File: src/rtl/stepper_pkg.sv
package stepper_pkg;

    localparam int IDX_W       = 6;
    localparam int QTR_W       = 4;
    localparam int QUARTER_POS = 1 << QTR_W;
    localparam int MAG_W       = 14;
    localparam int NUM_COILS   = 2;
    localparam int MODE_W      = 3;
    localparam logic [IDX_W-1:0] HOME_IDX = IDX_W'(QUARTER_POS / 2);
    localparam logic [MAG_W-1:0] MAG_DIAG = MAG_W'(7071);

    typedef enum logic [2:0] {
        RES_FULL,
        RES_HALF,
        RES_QUARTER,
        RES_EIGHTH,
        RES_SIXTEENTH
    } res_e;

    typedef struct packed {
        logic             neg;
        logic [MAG_W-1:0] mag;
    } coil_t;

    typedef coil_t [NUM_COILS-1:0] setpoint_t;

    function automatic res_e decode_mode(input logic [MODE_W-1:0] code);
        case (code)
            3'b000:  return RES_FULL;
            3'b100:  return RES_HALF;
            3'b010:  return RES_QUARTER;
            3'b110:  return RES_EIGHTH;
            default: return RES_SIXTEENTH;
        endcase
    endfunction

    function automatic logic [IDX_W-1:0] stride_of(input res_e r);
        case (r)
            RES_FULL:    return IDX_W'(16);
            RES_HALF:    return IDX_W'(8);
            RES_QUARTER: return IDX_W'(4);
            RES_EIGHTH:  return IDX_W'(2);
            default:     return IDX_W'(1);
        endcase
    endfunction

    function automatic logic [IDX_W-1:0] grid_base(input res_e r);
        return (r == RES_FULL) ? HOME_IDX : '0;
    endfunction

    // quarter-wave table: cosine of k sixteenth steps, 0.01 % units
    function automatic logic [MAG_W-1:0] qwave(input logic [QTR_W:0] k);
        case (k)
            5'd0:    return MAG_W'(10000);
            5'd1:    return MAG_W'(9952);
            5'd2:    return MAG_W'(9808);
            5'd3:    return MAG_W'(9569);
            5'd4:    return MAG_W'(9239);
            5'd5:    return MAG_W'(8819);
            5'd6:    return MAG_W'(8315);
            5'd7:    return MAG_W'(7730);
            5'd8:    return MAG_W'(7071);
            5'd9:    return MAG_W'(6344);
            5'd10:   return MAG_W'(5556);
            5'd11:   return MAG_W'(4714);
            5'd12:   return MAG_W'(3827);
            5'd13:   return MAG_W'(2903);
            5'd14:   return MAG_W'(1951);
            5'd15:   return MAG_W'(980);
            default: return '0;
        endcase
    endfunction

endpackage

File: src/rtl/step_input_sync.sv
module step_input_sync
    import stepper_pkg::*;
#(
    parameter int SYNC_STAGES = 2
) (
    input  logic              clk,
    input  logic              rst,
    input  logic              step_raw,
    input  logic              dir_raw,
    input  logic [MODE_W-1:0] mode_raw,
    output logic              step_evt,
    output logic              dir_fwd,
    output res_e              res_sel
);

    localparam int BUS_W = MODE_W + 2;

    logic [BUS_W-1:0] chain [SYNC_STAGES];
    logic             step_prev;
    logic [BUS_W-1:0] synced;

    generate
        for (genvar s = 0; s < SYNC_STAGES; s++) begin : g_stage
            if (s == 0) begin : g_first
                always_ff @(posedge clk) begin
                    if (rst) chain[s] <= '0;
                    else     chain[s] <= {step_raw, dir_raw, mode_raw};
                end
            end else begin : g_next
                always_ff @(posedge clk) begin
                    if (rst) chain[s] <= '0;
                    else     chain[s] <= chain[s-1];
                end
            end
        end
    endgenerate

    assign synced = chain[SYNC_STAGES-1];

    always_ff @(posedge clk) begin
        if (rst) step_prev <= 1'b0;
        else     step_prev <= synced[BUS_W-1];
    end

    assign step_evt = synced[BUS_W-1] & ~step_prev;
    assign dir_fwd  = synced[BUS_W-2];
    assign res_sel  = decode_mode(synced[MODE_W-1:0]);

    // an edge yields a single-cycle event
    a_r3_single_event: assert property (@(posedge clk) disable iff (rst)
        step_evt |=> !step_evt);

endmodule

File: src/rtl/step_index_seq.sv
module step_index_seq
    import stepper_pkg::*;
(
    input  logic             clk,
    input  logic             rst,
    input  logic             step_evt,
    input  logic             dir_fwd,
    input  res_e             res_sel,
    output logic [IDX_W-1:0] idx
);

    logic [IDX_W-1:0] stride;
    logic [IDX_W-1:0] base;
    logic [IDX_W-1:0] rem;
    logic [IDX_W-1:0] idx_nxt;

    always_comb begin
        stride = stride_of(res_sel);
        base   = grid_base(res_sel);
        rem    = (idx - base) & (stride - IDX_W'(1));
        if (dir_fwd)
            idx_nxt = idx + ((rem == '0) ? stride : (stride - rem));
        else
            idx_nxt = idx - ((rem == '0) ? stride : rem);
    end

    always_ff @(posedge clk) begin
        if (rst)           idx <= HOME_IDX;
        else if (step_evt) idx <= idx_nxt;
    end

    // reset lands on home
    a_r1_home_after_reset: assert property (@(posedge clk)
        rst |=> idx == HOME_IDX);

    // no step, no motion
    a_r9_hold_without_step: assert property (@(posedge clk) disable iff (rst)
        !step_evt |=> idx == $past(idx));

    // every step ends on the grid of the mode it was taken in
    a_r8_lands_on_grid: assert property (@(posedge clk) disable iff (rst)
        step_evt |=> (((idx - $past(base)) & ($past(stride) - IDX_W'(1))) == '0));

    // a step always moves the position
    a_r4_step_moves: assert property (@(posedge clk) disable iff (rst)
        step_evt |=> idx != $past(idx));

endmodule

File: src/rtl/phase_current_map.sv
module phase_current_map
    import stepper_pkg::*;
(
    input  logic             clk,
    input  logic             rst,
    input  logic [IDX_W-1:0] idx,
    output setpoint_t        sp
);

    setpoint_t sp_nxt;
    setpoint_t sp_home;

    generate
        for (genvar c = 0; c < NUM_COILS; c++) begin : g_coil
            // winding c is the sine wave advanced by c quarter cycles
            localparam logic [IDX_W-1:0] SHIFT = IDX_W'(c * QUARTER_POS);
            logic [IDX_W-1:0] pos;
            logic [1:0]       quad;
            logic [QTR_W:0]   k_rise;
            logic [QTR_W:0]   k_fall;
            logic [MAG_W-1:0] mag;

            always_comb begin
                pos    = idx + SHIFT;
                quad   = pos[IDX_W-1 -: 2];
                k_rise = {1'b0, pos[QTR_W-1:0]};
                k_fall = (QTR_W+1)'(QUARTER_POS) - k_rise;
                mag    = quad[0] ? qwave(k_rise) : qwave(k_fall);
                sp_nxt[c].mag = mag;
                sp_nxt[c].neg = quad[1] && (mag != '0);
                sp_home[c].mag = MAG_DIAG;
                sp_home[c].neg = 1'b0;
            end

            // zero current is never reported negative
            a_r6_zero_positive: assert property (@(posedge clk) disable iff (rst)
                (sp[c].mag == '0) |-> !sp[c].neg);
        end
    endgenerate

    always_ff @(posedge clk) begin
        if (rst) sp <= sp_home;
        else     sp <= sp_nxt;
    end

    // quadrature windings, at least one is at or above the diagonal level
    a_r5_one_winding_strong: assert property (@(posedge clk) disable iff (rst)
        (sp[0].mag >= MAG_DIAG) || (sp[1].mag >= MAG_DIAG));

endmodule

File: src/rtl/microstep_translator.sv
module microstep_translator
    import stepper_pkg::*;
(
    input  logic              clk,
    input  logic              rst,
    input  logic              step_in,
    input  logic              dir_in,
    input  logic [MODE_W-1:0] mode_in,
    output logic              sign_a,
    output logic [MAG_W-1:0]  mag_a,
    output logic              sign_b,
    output logic [MAG_W-1:0]  mag_b
);

    logic             step_evt;
    logic             dir_fwd;
    res_e             res_sel;
    logic [IDX_W-1:0] idx;
    setpoint_t        sp;

    step_input_sync #(.SYNC_STAGES(2)) u_sync (
        .clk      (clk),
        .rst      (rst),
        .step_raw (step_in),
        .dir_raw  (dir_in),
        .mode_raw (mode_in),
        .step_evt (step_evt),
        .dir_fwd  (dir_fwd),
        .res_sel  (res_sel)
    );

    step_index_seq u_seq (
        .clk      (clk),
        .rst      (rst),
        .step_evt (step_evt),
        .dir_fwd  (dir_fwd),
        .res_sel  (res_sel),
        .idx      (idx)
    );

    phase_current_map u_map (
        .clk (clk),
        .rst (rst),
        .idx (idx),
        .sp  (sp)
    );

    assign sign_a = sp[0].neg;
    assign mag_a  = sp[0].mag;
    assign sign_b = sp[1].neg;
    assign mag_b  = sp[1].mag;

    // a full-step move from a full-step grid point keeps the diagonal level
    a_r7_full_step_level: assert property (@(posedge clk) disable iff (rst)
        (step_evt && res_sel == RES_FULL && idx[QTR_W-1:0] == HOME_IDX[QTR_W-1:0])
        |=> ##1 (mag_a == MAG_DIAG && mag_b == MAG_DIAG));

endmodule

File: config.mk
export PLATFORM = sky130hd
export DESIGN_NAME = microstep_translator
export DESIGN_NICKNAME = d
export VERILOG_FILES = /design/src/rtl/stepper_pkg.sv /design/src/rtl/step_input_sync.sv /design/src/rtl/step_index_seq.sv /design/src/rtl/phase_current_map.sv /design/src/rtl/microstep_translator.sv
export SDC_FILE = /design/constraint.sdc
export NUM_CORES = 1
export LEC_CHECK = 0
export BUFFER_PORTS_ARGS = -buffer_cell sky130_fd_sc_hd__buf_2
export CAP_MARGIN = 20
export CORE_MARGIN = 2
export CORE_UTILIZATION = 25
export CTS_CLUSTER_DIAMETER = 150
export CTS_CLUSTER_SIZE = 8
export DETAILED_ROUTE_END_ITERATION = 16
export GPL_ROUTABILITY_DRIVEN = 0
export SYNTH_ARGS = -nofsm -noshare
export SYNTH_HDL_FRONTEND = slang
export SYNTH_SLANG_ARGS = --single-unit
File: constraint.sdc
create_clock -name clk -period 8.5 [get_ports clk]
set_input_delay 1.7 -clock clk [delete_from_list [all_inputs] [get_ports clk]]
set_output_delay 1.7 -clock clk [all_outputs]
set_load 0.01 [all_outputs]
== Word level (Yosys, flattened, before mapping) ==
Memory sizes are Yosys's and may differ from the RTL's. A register that Yosys moved wholly into a read port is not among the register bits.
Cells that the tools add are included.

* Equality and inequality tests: 6
* Reductions and logical operators: 7
* Bitwise gates (word level): 5
* Add/subtract/negate cells: 8
* Muxes and demuxes: 17

{| class="wikitable"
|+ Operator list
! operator !! number
|-
| 2-to-1 mux 14 bit || 4
|-
| nonzero test 14 bit || 2
|-
| case mux 5 bit (4 select lines) || 1
|-
| 2-to-1 mux 6 bit || 3
|-
| 2-to-1 mux 4 bit || 3
|-
| case mux 3 bit (4 select lines) || 1
|-
| subtractor 6 bit || 2
|-
| 2-to-1 mux 5 bit || 2
|-
| subtractor 5 x 4 -> 5 bit (first input constant) || 2
|-
| == test 3 x 2 -> 1 bit (second input constant) || 3
|-
| adder 6 x 5 -> 6 bit (second input constant) || 1
|-
| adder 6 bit || 1
|-
| AND 6 bit || 1
|-
| == test 3 bit (second input constant) || 2
|-
| logical NOT 3 bit || 2
|-
| logical NOT 6 bit || 1
|-
| subtractor 5 x 1 -> 6 bit (second input constant) || 1
|-
| subtractor 5 x 6 -> 6 bit || 1
|-
| == test 3 x 1 -> 1 bit (second input constant) || 1
|-
| 2-to-1 mux 1 bit || 3
|-
| logical AND 1 bit || 2
|-
| bitwise OR 1 bit || 2
|-
| AND 1 bit || 1
|-
| inverter 1 bit || 1
|}

* Register bits after elaboration: 37
* Input port bits: 7
* RAM bits: 10
* Memories kept: 5
* Memory bits (read-only): 896
* Output and inout bits: 30

{| class="wikitable"
|+ Memories
! name !! depth !! width !! rd ports !! clocked after memory_dff !! write ports !! line !! source
|-
| (no name shown) || 16 || 14 || 1 || 0 || 0 || stepper_pkg.sv:53 || <nowiki>case (k)</nowiki>
|-
| (no name shown) || 16 || 14 || 1 || 0 || 0 || stepper_pkg.sv:53 ||
|-
| (no name shown) || 16 || 14 || 1 || 1 || 0 || stepper_pkg.sv:53 ||
|-
| (no name shown) || 16 || 14 || 1 || 0 || 0 || stepper_pkg.sv:53 ||
|-
| u_sync.chain || 2 || 5 || 2 || 0 || 2 || step_input_sync.sv:18 || <nowiki>logic [BUS_W-1:0] chain [SYNC_STAGES];</nowiki>
|}

== Logic depth before layout (Yosys ltp) ==
Gate-level depths: netlist of run 1.
An unclocked memory read counts as a cell.

* Depth in word-level cells: 13
* Mapped depth: 19
* Mapped depth without buffers: 17

== Cells and area by module ==
Synthesis of run 1 repeated with hierarchy kept, for this count alone.

* Cells, all modules: 359
* Area, all modules: 3042.9 um^2

{| class="wikitable"
|+ Modules (own cells, without submodules)
! module !! cells each !! seq. area each (um^2) !! area an instance (um^2) !! times used
|-
| phase_current_map || 225 || 600.6 || 1841.8 || 1
|-
| step_index_seq || 107 || 120.1 || 840.8 || 1
|-
| step_input_sync || 27 || 220.2 || 360.3 || 1
|}

== Worst setup path after synthesis of run 1 ==
No wires, ideal clock.

* Kind: flip-flop to flip-flop
* From: reg u_seq.idx[2]
* To: reg (tool-made name)
* Period minus slack after synthesis: 3.849 ns
* Required time: 8.383 ns
* Setup time: 0.117 ns
* Arrival: 3.733 ns
* Buffers on the path: 4
* Stages on the path, launching flop included: 16
* Setup slack: 4.651 ns
* Cells stage by stage: dfxtp_1 > clkbuf_1 > clkbuf_1 > buf_1 > nand2_1 > ha_1 > or3_1 > a32oi_1 > a21oi_1 > ha_1 > a21oi_1 > xnor2_1 > a211o_1 > clkbuf_1 > a21oi_1 > a22o_1

{| class="wikitable"
|+ RTL lines
! item !! line !! source
|-
| from (decl) || step_index_seq.sv:9 || <nowiki>output logic [IDX_W-1:0] idx</nowiki>
|-
| from (signal assigned) || step_index_seq.sv:29 || <nowiki>else if (step_evt) idx <= idx_nxt;</nowiki>
|}

==> results.md, run 1 <==
- Outcome: completed
- Drt initial violations: 324
- Mean Syn Cell Area: 8.44 um2
- Critical-path top delay cell: dfxtp_1
- Core area: 14400 um2
- Drt wl/cell: 13.9 um
- CP Data Required Time: 8.70 ns
- Synthesis Warnings: 0
- Slew Viols, Final: 0
- Vias in the first global route: 3026
- CTS max path bufs: 2
- HPWL Detailed: 6260 um
- Netlist cell types: 59
- CP arrival: 4.85 ns
- Synth Instances: 433
- Mapped Area: 3650 um2
- Critical path cell sequence: clkinv_1, ha_1, nor2_1, nand2_1, nand2_1, mux2i_1, a21o_1, fa_1, a211oi_1, inv_1, ha_1, mux4_2
- PortBufs: 36
- Antenna-violating nets left: 0
- Final instance area: 4220 um2
- Sequential-to-total area share from yosys stat: 0.334
- Fin crit period: 4.65 ns
- GRT Util Overall: 0.114
- Die area: 15600 um2
- Highest Clock Rate: 215 MHz
- RSZ-0062 raised after global routing: false
- Buffers & Inverters on Critical Path: 2
- Dpl cell area: 3940 um2
- Initial Util: 0.253
- CTS tree: built
- Nets: 481
- Area delta synth->final: 15.4%
- Post-route DRC violation count: 0
- Synth Flop Type: dfxtp_1
- Critical path class: reg -> reg
- N_diodes: 0
- Syn Nets: 467
- CTS Buf Count: 9
- Die X: 125 um
- # setup viols final: 0
- Asr flop ratio synth: 0
- Total wire length: 8820 um
- Yosys reg bits: 61
- Layout cells sized above 1: 0.166
- Final Cycle Share: 0.548
- Crit-path leading delay family: adder cells
- Worst setup SP type: flip-flop
- Die Y: 125 um
- VDD IR max: 0.0941 mV
- Pwr Density: 203 nW/um2
- CTS hold repair buffers: 0
- Later-pin clock latency in the skew report: 0.33 ns
- Hold WC Path Type: reg -> reg
- Initial antenna violation count: 0
- Max-Cap Viols: 0
- CP max stage delay: 0.84 ns
- First-pass GRT wire length: 14700 um
- Site Rows: 44
- Relative slew margins: 0.389
- DRT Pass-1 Iters: 5
- # Post-CTS Setup Buffers: 0
- Largest net degree at the start of global routing: 51
- Critical path fanouts, max: 22
- H-tree levels: 3
- Number of synthesized flops with an enable pin: 0
- Total grt overflow: 0
- Post-CTS sizing: 0
- Clock Skews: 0.00569 ns
- Slew @ Worst Pin: 0.915 ns
- Setup TNS: 0 ns
- CTS Root Cell: clkbuf_16
- IO Count: 37
- Commonest non-fill, non-tap cell in the layout: dfxtp_1
- Reg clk slew, reported paths: 0.05 ns
- Total number of vias: 3153
- Leak Pwr: 1.76 nW
- Most frequent cells in the layout: dfxtp_1, nor2_1, buf_2
- Final hold viol count: 0
- CP endpoint kind: flip-flop
- Vias per std cell: 4.96
- # clock sinks: 61
-- through the flow --
stage | hold WS [ns] | instances | utilization | setup slack (ns) | power [W]
6_report | 0.435 | 636 | 0.292 | 3.85 | 0.000854
5_1_grt | 0.450 | 636 | 0.292 | 3.45 | 0.000900
4_1_cts | 0.437 | 636 | 0.292 | 3.83 | 0.000864
3_5_place_dp | 0.420 | 620 | 0.273 | 3.88 | 0.000529
3_3_place_gp | 0.424 | 620 | 0.273 | 4.10 | 0.000526
2_1_floorplan | 0.414 | 433 | - | 4.65 | 0.000476
-- cell families (layout without fill, tap and decap cells) --
| family | Yosys count | count (layout) | share of synthesized area |
|---|---|---|---|
| AO/OA/AOI/OAI | 130 | 130 | 0.249 |
| adder cells (fa/ha/maj) | 27 | 27 | 0.0945 |
| buffers and inverters | 53 | 72 | 0.0579 |
| multiplexers | 15 | 15 | 0.0548 |
| flip-flops | 61 | 61 | 0.334 |
| XOR/XNOR | 10 | 10 | 0.0240 |
| AND/OR/NAND/NOR | 137 | 137 | 0.186 |
-- metal layers --
| layer | GRT usage | wire, um |
|---|---|---|
| met5 | 0 | 0 |
| met4 | 0.0425 | 138 |
| met3 | 0.0378 | 593 |
| met2 | 0.173 | 3990 |
| met1 | 0.151 | 4090 |
-- power breakdown --
group	internal (W)	switching, W
Clock	0.000203	0.000127
Sequential	0.000313	0.0000147
Combinational	0.0000811	0.000115
Total	0.000598	0.000257
-- area by class of cell --
class / count / area, um2
well taps: 184 / 230
clock inverters: 6 / 38.8
clock buffers: 10 / 239
fillers: 1541 / 10200
repair buffers: 39 / 203
flip-flops and latches: 61 / 1220
multi-input cells: 319 / 2220
inverters: 17 / 63.8
-- Yosys cell counts (all sizes together), types with 11 or more instances --
| cell | n | area [um2] |
|---|---|---|
| dfxtp | 61 | 1220 |
| o21ai | 19 | 95.1 |
| a21oi | 34 | 170 |
| nand2 | 28 | 105 |
| clkbuf | 27 | 101 |
| ha | 26 | 325 |
| mux2i | 11 | 110 |
| inv | 16 | 60.1 |
| a211o | 11 | 96.3 |
| nor2b | 15 | 93.8 |
| nor2 | 45 | 169 |
-- worst paths after layout --
kind | startpoint | endpoint | slack (ns) | depth (start not counted)
worst max register to register | u_seq.idx[3]$_SDFFE_PP1P_ | flip-flop | 3.85 | 12
worst min-delay path | u_sync.chain[0][0]$_SDFF_PP0_ | u_sync.chain[1][0]$_SDFF_PP0_ | 0.44 | 1
worst min register to register | u_sync.chain[0][0]$_SDFF_PP0_ | u_sync.chain[1][0]$_SDFF_PP0_ | 0.44 | 1
worst max-delay path | u_seq.idx[3]$_SDFFE_PP1P_ | flip-flop | 3.85 | 12
No activity file was read; power rests on OpenSTA's default activity.
==> run 2, diff against run 1 <==
- ABC_AREA: not set -> 1
- clock period: 8.5 -> 4.55 ns (I/O delays scaled with it)
==> results.md, run 2 <==
- RSZ-0062 raised after global routing: false
- Reg area: 1220 um2 (unchanged)
- Fin crit period: 3.99 ns (-0.664 ns)
- Combinational share of power: 0.240 (+0.010)
- Highest Clock Rate: 251 MHz (+17%)
- Relative slew margins: 0.331 (-0.0582)
- Worst setup SP type: flip-flop
- Asr flop ratio synth: 0 (unchanged)
- R2r setup slk: 0.56 ns (-3.29 ns)
- Combinational family with the most area after synthesis: simple AND/OR/NAND/NOR gates
- Pwr Density: 412 nW/um2 (+100%)
- Dpl cell area: 3920 um2 (-0.51%)
- Setup TNS: 0 ns (unchanged)
- Final hold viol count: 0 (unchanged)
- Commonest non-fill, non-tap cell in the layout: nand2_1
- Drt initial violations: 258 (-20%)
- Core area: 13900 um2 (-3.4%)
- Switch share: 0.307 (+0.00609)
- DRT Pass-1 Iters: 4 (-1)
- Compound-Gate Fraction of Synth Area: 0.138 (-0.111)
- Initial antenna violation count: 0 (unchanged)
- Nets: 588 (+22%)
- Mapped Area: 3590 um2 (-1.8%)
- Site Rows: 43 (-2.3%)
- Area of the multi-input gates: 2020 um2 (-9.0%)
- Total wire length: 8990 um (+2.0%)
- Die area: 15300 um2 (-1.8%)
- Yosys reg bits: 61 (unchanged)
- CTS Buf Count: 9 (unchanged)
- Critical path class: reg -> reg
- # setup viols final: 0 (unchanged)
- Synth area leaders: dfxtp_1, nand2_1, ha_1
- HPWL Detailed: 6650 um (+6.1%)
- # clock sinks: 61 (unchanged)
- Post-synth top area share: 0.341 (+0.00630)
- Antenna-violating nets left: 0 (unchanged)
- Post-CTS sizing: 0 (unchanged)
- Part of the power in registers: 0.346 (-0.038)
- Most frequent cells in the layout: nand2_1, nor2_1, dfxtp_1
- Post-synthesis mux area share: 0 (-0.0548)
- Int Pwr: 0.00121 W (+100%)
- IO Count: 37 (unchanged)
- Netlist cell types: 38 (-36%)
- Die X: 124 um (-0.90%)
- Switching power: 0.000535 W (+110%)
- Total number of vias: 3369 (+6.9%)
- Leak Pwr: 2.01 nW (+14%)
- Fin util: 0.304 (+0.0121)
- CP Data Required Time: 4.74 ns (-3.96 ns)
- Mean Syn Cell Area: 6.88 um2 (-18%)
- Hold WC Path Type: reg -> reg
- Syn Nets: 555 (+19%)
- Area delta synth->final: 18.3%
- Synth Instances: 521 (+20%)
- CTS tree: built
- Vias per std cell: 4.56 (-8.0%)
- Vias in the first global route: 3095 (+2.3%)
- CTS Root Cell: clkbuf_16
- Top post-synthesis cells by count: nand2_1, nor2_1, dfxtp_1
- First-pass GRT wire length: 14900 um (+1.5%)
- XOR/XNOR Fraction of Synth Area: 0.0122 (-0.0118)
- Synth Flop Type: dfxtp_1
- Number of synthesized flops with an enable pin: 0 (unchanged)
- Outcome: completed
- Initial Util: 0.257 (+0.00404)
- Clk pwr share: 0.415 (+0.029)
- Fill cell count: 1493 (-3.1%)
- CTS hold repair buffers: 0 (unchanged)
- CP endpoint kind: flip-flop
- Max-Cap Viols: 0 (unchanged)
- Post-Synth Adder-Cell Area: 0.0963 (+0.00178)
- Reg clk slew, reported paths: 0.06 ns (about the same)
- Clock Skews: 0.0101 ns (+0.00444 ns)
- VDD IR max: 0.254 mV (+170%)
- Total grt overflow: 0 (unchanged)
- Critical path fanouts, max: 6 (-73%)
- Crit. Startpoint: u_sync.chain[1][0]$_SDFF_PP0_
- GRT Util Overall: 0.125 (+0.0112)
- Slew @ Worst Pin: 1.00 ns (+0.0874 ns)
- Synthesis Warnings: 0 (unchanged)
- FF-to-FF path depth: 20 (+8)
- FF-to-FF Start: u_sync.chain[1][0]$_SDFF_PP0_
- Later-pin clock latency in the skew report: 0.33 ns (about the same)
- Layout cells sized above 1: 0.148 (-0.0174)
- Synth area leader: dfxtp_1
- Simple-gate share of the synthesized area: 0.317 (+0.132)
- Final instance area: 4240 um2 (+0.62%)
- H-tree levels: 3 (unchanged)
- Final Cycle Share: 0.877 (+0.329)
- CTS max path bufs: 2 (unchanged)
- CP arrival: 4.18 ns (-0.67 ns)
- Drt wl/cell: 12.2 um (-12%)
- Sequential-to-total area share from yosys stat: 0.341 (+0.00630)
- Post-route DRC violation count: 0 (unchanged)
- N_diodes: 0 (unchanged)
- Largest net degree at the start of global routing: 38 (-25%)
- PortBufs: 36 (unchanged)
- # Post-CTS Setup Buffers: 0 (unchanged)
- Most numerous cell in the Yosys netlist: nand2_1
- Slew Viols, Final: 0 (unchanged)
- Die Y: 124 um (-0.90%)
==> run 2: cell count changes in the layout (fill, tap and decap cells not counted), sizes merged, moves of 11 or more <==
cell | before | now
a211o | 11 | 0
inv | 16 | 59
mux2i | 11 | 0
nand2 | 28 | 124
nand3 | 4 | 38
nand4 | 0 | 12
nor2 | 45 | 70
nor2b | 15 | 1
o21ai | 19 | 42
==> run 2: kinds of logic after synthesis <==
logic type,Yosys count
xor gates and xnor gates,5
buffers and inverters,79
AOI/OAI and AO/OA,87
and+or+nand+nor,262
DFF,61
adders and majority gates,27
==> run 2: metal layers <==
metal	vias to the layer above	wire length [um]	GRT usage
li1	1759	-	-
met1	1510	4420	0.166
met2	91	4030	0.202
met3	9	447	0.0298
met4	0	95	0.0369
met5	-	0	0
==> run 2: cell type report <==
type | count | area share
multi-input combinational | 381 | 0.477
sequential | 61 | 0.288
timing repair buffer | 43 | 0.0549
clock buffer | 9 | 0.0531
tap | 180 | 0.0531
inverter | 58 | 0.0513
clock inverter | 7 | 0.0233
==> run 2: power by group through the flow <==
stage	sequential (W)	clock [W]	combinational, W
after floorplan	0.000632	0	0.000289
after global placement	0.000615	0	0.000418
after detailed placement	0.000615	0	0.000416
after CTS	0.000604	0.000741	0.000418
after global routing	0.000609	0.000766	0.000479
final	0.000604	0.000724	0.000419
==> run 2: worst min-delay path by stage <==
| stage | start | cells after the start | slack [ns] | end |
|---|---|---|---|---|
| after global routing | u_sync.chain[0][0]$_SDFF_PP0_ | 2 | 0.42 | u_sync.chain[1][0]$_SDFF_PP0_ |
| after floorplan | u_sync.chain[0][0]$_SDFF_PP0_ | 2 | 0.39 | u_sync.chain[1][0]$_SDFF_PP0_ |
| after global placement | u_sync.chain[0][0]$_SDFF_PP0_ | 2 | 0.39 | u_sync.chain[1][0]$_SDFF_PP0_ |
| after detailed placement | u_sync.chain[0][2]$_SDFF_PP0_ | 2 | 0.39 | u_sync.chain[1][2]$_SDFF_PP0_ |
| after CTS | u_sync.chain[0][2]$_SDFF_PP0_ | 2 | 0.40 | u_sync.chain[1][2]$_SDFF_PP0_ |
| final | u_sync.chain[0][0]$_SDFF_PP0_ | 2 | 0.40 | u_sync.chain[1][0]$_SDFF_PP0_ |
==> run 2: per-stage QoR <==
step                total power, W  instances  hold WS [ns]  worst slack, ns
floorplan                 0.000920        521         0.388            0.992
global placement           0.00103        723         0.391            0.659
detailed placement         0.00103        723         0.394            0.575
CTS                        0.00176        739         0.401            0.566
global route               0.00185        739         0.418           0.0272
finish                     0.00175        739         0.399            0.560
==> run 2: critical path, stage by stage (launching register included) <==
cell and delay, ns:
dfxtp_1 0.35, nor2_1 0.19, nand2_1 0.12, inv_1 0.12, ha_1 0.25, nor2_2 0.18
nor2_4 0.08, inv_1 0.10, nor2_1 0.06, nor2_2 0.10, ha_1 0.23, o21ai_0 0.32
fa_1 0.48, nand2_1 0.08, nand2_1 0.06, nor2_1 0.29, inv_1 0.16, ha_1 0.33
inv_1 0.05, o21ai_0 0.21, o21ai_0 0.12
==> run 3, diff against run 2 <==
--- a/config.mk
+++ b/config.mk
@@ -16,2 +16,3 @@
 export GPL_ROUTABILITY_DRIVEN = 0
+export PLACE_DENSITY_LB_ADDON = 0.2
 export SYNTH_ARGS = -nofsm -noshare
--- a/constraint.sdc
+++ b/constraint.sdc
@@ -3,2 +3,2 @@
 set_output_delay 0.91 -clock clk [all_outputs]
-set_load 0.01 [all_outputs]
+set_load 0.005 [all_outputs]
==> results.md, run 3 (synthesis gave the netlist of run 2 again) <==
- Dpl ws: 0.491 ns (-0.0840 ns)
- Fin cells: 739 (unchanged)
- Hold WC Path Type: reg -> reg
- Post-CTS sizing: 0 (unchanged)
- DRT Pass-1 Iters: 5 (+1)
- Part of the power in registers: 0.364 (+0.018)
- Max-Cap Viols: 0 (unchanged)
- Met3 usage: 0.0334 (+0.00366)
- Initial antenna violation count: 0 (unchanged)
- CP most frequent cell: inv_1
- Initial Util: 0.257 (unchanged)
- Core area: 13900 um2 (unchanged)
- GRT Util Overall: 0.140 (+0.0152)
- VDD IR max: 0.170 mV (-33%)
- Switch share: 0.337 (+0.0305)
- Drt initial violations: 256 (-0.78%)
- CTS Root Cell: clkbuf_16
- Combinational share of power: 0.250 (+0.010)
- Buffers & Inverters on Critical Path: 4 (unchanged)
- # clock sinks: 61 (unchanged)
- Critical path class: reg -> reg
- Pwr Density: 395 nW/um2 (-4.0%)
- R2r setup slk: 0.62 ns (+0.06 ns)
- Worst setup SP type: flip-flop
- Final Cycle Share: 0.863 (-0.0136)
- Clk pwr share: 0.385 (-0.030)
- Clock Skews: 0.00945 ns (-0.000691 ns)
- # Post-CTS Setup Buffers: 0 (unchanged)
- Relative slew margins: 0.330 (-0.00132)
- Final worst slack: 0.622 ns (+0.0620 ns)
- Area delta synth->final: 17.1%
- Most frequent cells in the layout: nand2_1, nor2_1, dfxtp_1
- Total grt overflow: 0 (unchanged)
- N_diodes: 0 (unchanged)
- Die Y: 124 um (unchanged)
- Met2 usage: 0.224 (+0.0220)
- Leak Pwr: 1.99 nW (-1.2%)
- Int Pwr: 0.00110 W (-9.2%)
- Crit-path leading delay family: adder cells
- First-pass GRT wire length: 16300 um (+9.4%)
- Critical path fanouts, max: 6 (unchanged)
- Switching power: 0.000559 W (+4.4%)
- CTS tree: built
- Fin crit period: 3.93 ns (-0.0620 ns)
- CP max stage delay: 0.48 ns (about the same)
- Nets: 588 (unchanged)
- Commonest non-fill, non-tap cell in the layout: nand2_1
- Highest Clock Rate: 255 MHz (+1.6%)
- H-tree levels: 3 (unchanged)
- Later-pin clock latency in the skew report: 0.34 ns (about the same)
- CP endpoint kind: flip-flop
- CP Data Required Time: 4.74 ns (about the same)
- Critical-path top delay cell: fa_1
- RSZ-0062 raised after global routing: false
- Antenna-violating nets left: 0 (unchanged)
- # setup viols final: 0 (unchanged)
- Reg clk slew, reported paths: 0.06 ns (about the same)
- CP arrival: 4.12 ns (-0.06 ns)
- Slew @ Worst Pin: 1.00 ns (+0.00198 ns)
- Vias per std cell: 4.61 (+1.1%)
- Drt wl/cell: 13.4 um (+10%)
- Post-route DRC violation count: 0 (unchanged)
- CTS Buf Count: 9 (unchanged)
- Cells after DPL: 723 (unchanged)
- Met1 Resource Use GR: 0.183 (+0.0165)
- Critical path cell sequence: nor2_1, nand2_1, inv_1, ha_1, nor2_2, nor2_4, inv_1, nor2_1, nor2_2, ha_1, o21ai_0, fa_1, nand2_1, nand2_1, nor2_2, inv_1, ha_1, inv_1, o21ai_0, o21ai_0
- Total number of vias: 3407 (+1.1%)
- Outcome: completed
- Largest net degree at the start of global routing: 38 (unchanged)
- Layout cells sized above 1: 0.150 (+0.00179)
- Setup TNS: 0 ns (unchanged)
- Die area: 15300 um2 (unchanged)
- HPWL Detailed: 7220 um (+8.7%)
- Site Rows: 43 (unchanged)
- Vias in the first global route: 3294 (+6.4%)
- Fill cell count: 1498 (+0.33%)
- Slew Viols, Final: 0 (unchanged)
- IO Count: 37 (unchanged)
- Gr busiest metal: met2
- Die X: 124 um (unchanged)
- PortBufs: 36 (unchanged)
- Final hold viol count: 0 (unchanged)
- Total wire length: 9930 um (+10%)
- CTS max path bufs: 2 (unchanged)
- CTS hold repair buffers: 0 (unchanged)
-- run 3: cell count changes in the layout (fill, tap and decap cells not counted), sizes merged --
cell      previous run  this run
bufinv               2         0
clkinv               3         4
clkinvlp             1         2
-- run 3: cell type report --
cell class	count	area (um2)	area share
timing repair buffer	43	233	0.0554
clock inverter	7	51.3	0.0122
sequential	61	1220	0.291
clock buffer	9	225	0.0537
multi-input combinational	381	2020	0.482
inverter	58	218	0.0519
tap	180	225	0.0537
-- run 3: worst paths after layout --
check,from,to,cells after the start
setup / recovery,u_sync.chain[1][0]$_SDFF_PP0_,flip-flop,20
hold reg to reg,u_sync.chain[0][3]$_SDFF_PP0_,u_sync.chain[1][3]$_SDFF_PP0_,2
setup reg to reg,u_sync.chain[1][0]$_SDFF_PP0_,flip-flop,20
hold / removal,u_sync.chain[0][3]$_SDFF_PP0_,u_sync.chain[1][3]$_SDFF_PP0_,2
-- run 3: power groups by stage --
stage | sequential [W] | combinational, W | clock [W]
final | 0.000604 | 0.000415 | 0.000639
after global routing | 0.000609 | 0.000477 | 0.000678
after CTS | 0.000605 | 0.000414 | 0.000655
after detailed placement | 0.000617 | 0.000412 | 0
after global placement | 0.000615 | 0.000414 | 0
after floorplan | 0.000619 | 0.000289 | 0
-- run 3: metal layers --
metal  wire length (um)  vias up
met5                  0        -
met4                251        0
met3                495       18
met2               4380       86
met1               4800     1538
li1                   -     1765
-- run 3: stage by stage --
step                      total power (W)   util  cell area, um2  hold WS [ns]
final                             0.00166  0.301            4200         0.404
after global routing              0.00177  0.301            4200         0.414
after CTS                         0.00167  0.301            4200         0.404
after detailed placement          0.00103  0.281            3920         0.396
after global placement            0.00103  0.281            3920         0.393
after floorplan                  0.000908      -            3590         0.388
-- run 3: worst reg2reg max path, cell delays in order, from the launching register on --
cell	delay, ns
dfxtp_1	0.34
nor2_1	0.19
nand2_1	0.12
inv_1	0.12
ha_1	0.25
nor2_2	0.18
nor2_4	0.08
inv_1	0.10
nor2_1	0.06
nor2_2	0.10
ha_1	0.23
o21ai_0	0.33
fa_1	0.48
nand2_1	0.08
nand2_1	0.07
nor2_2	0.21
inv_1	0.14
ha_1	0.32
inv_1	0.05
o21ai_0	0.20
o21ai_0	0.15
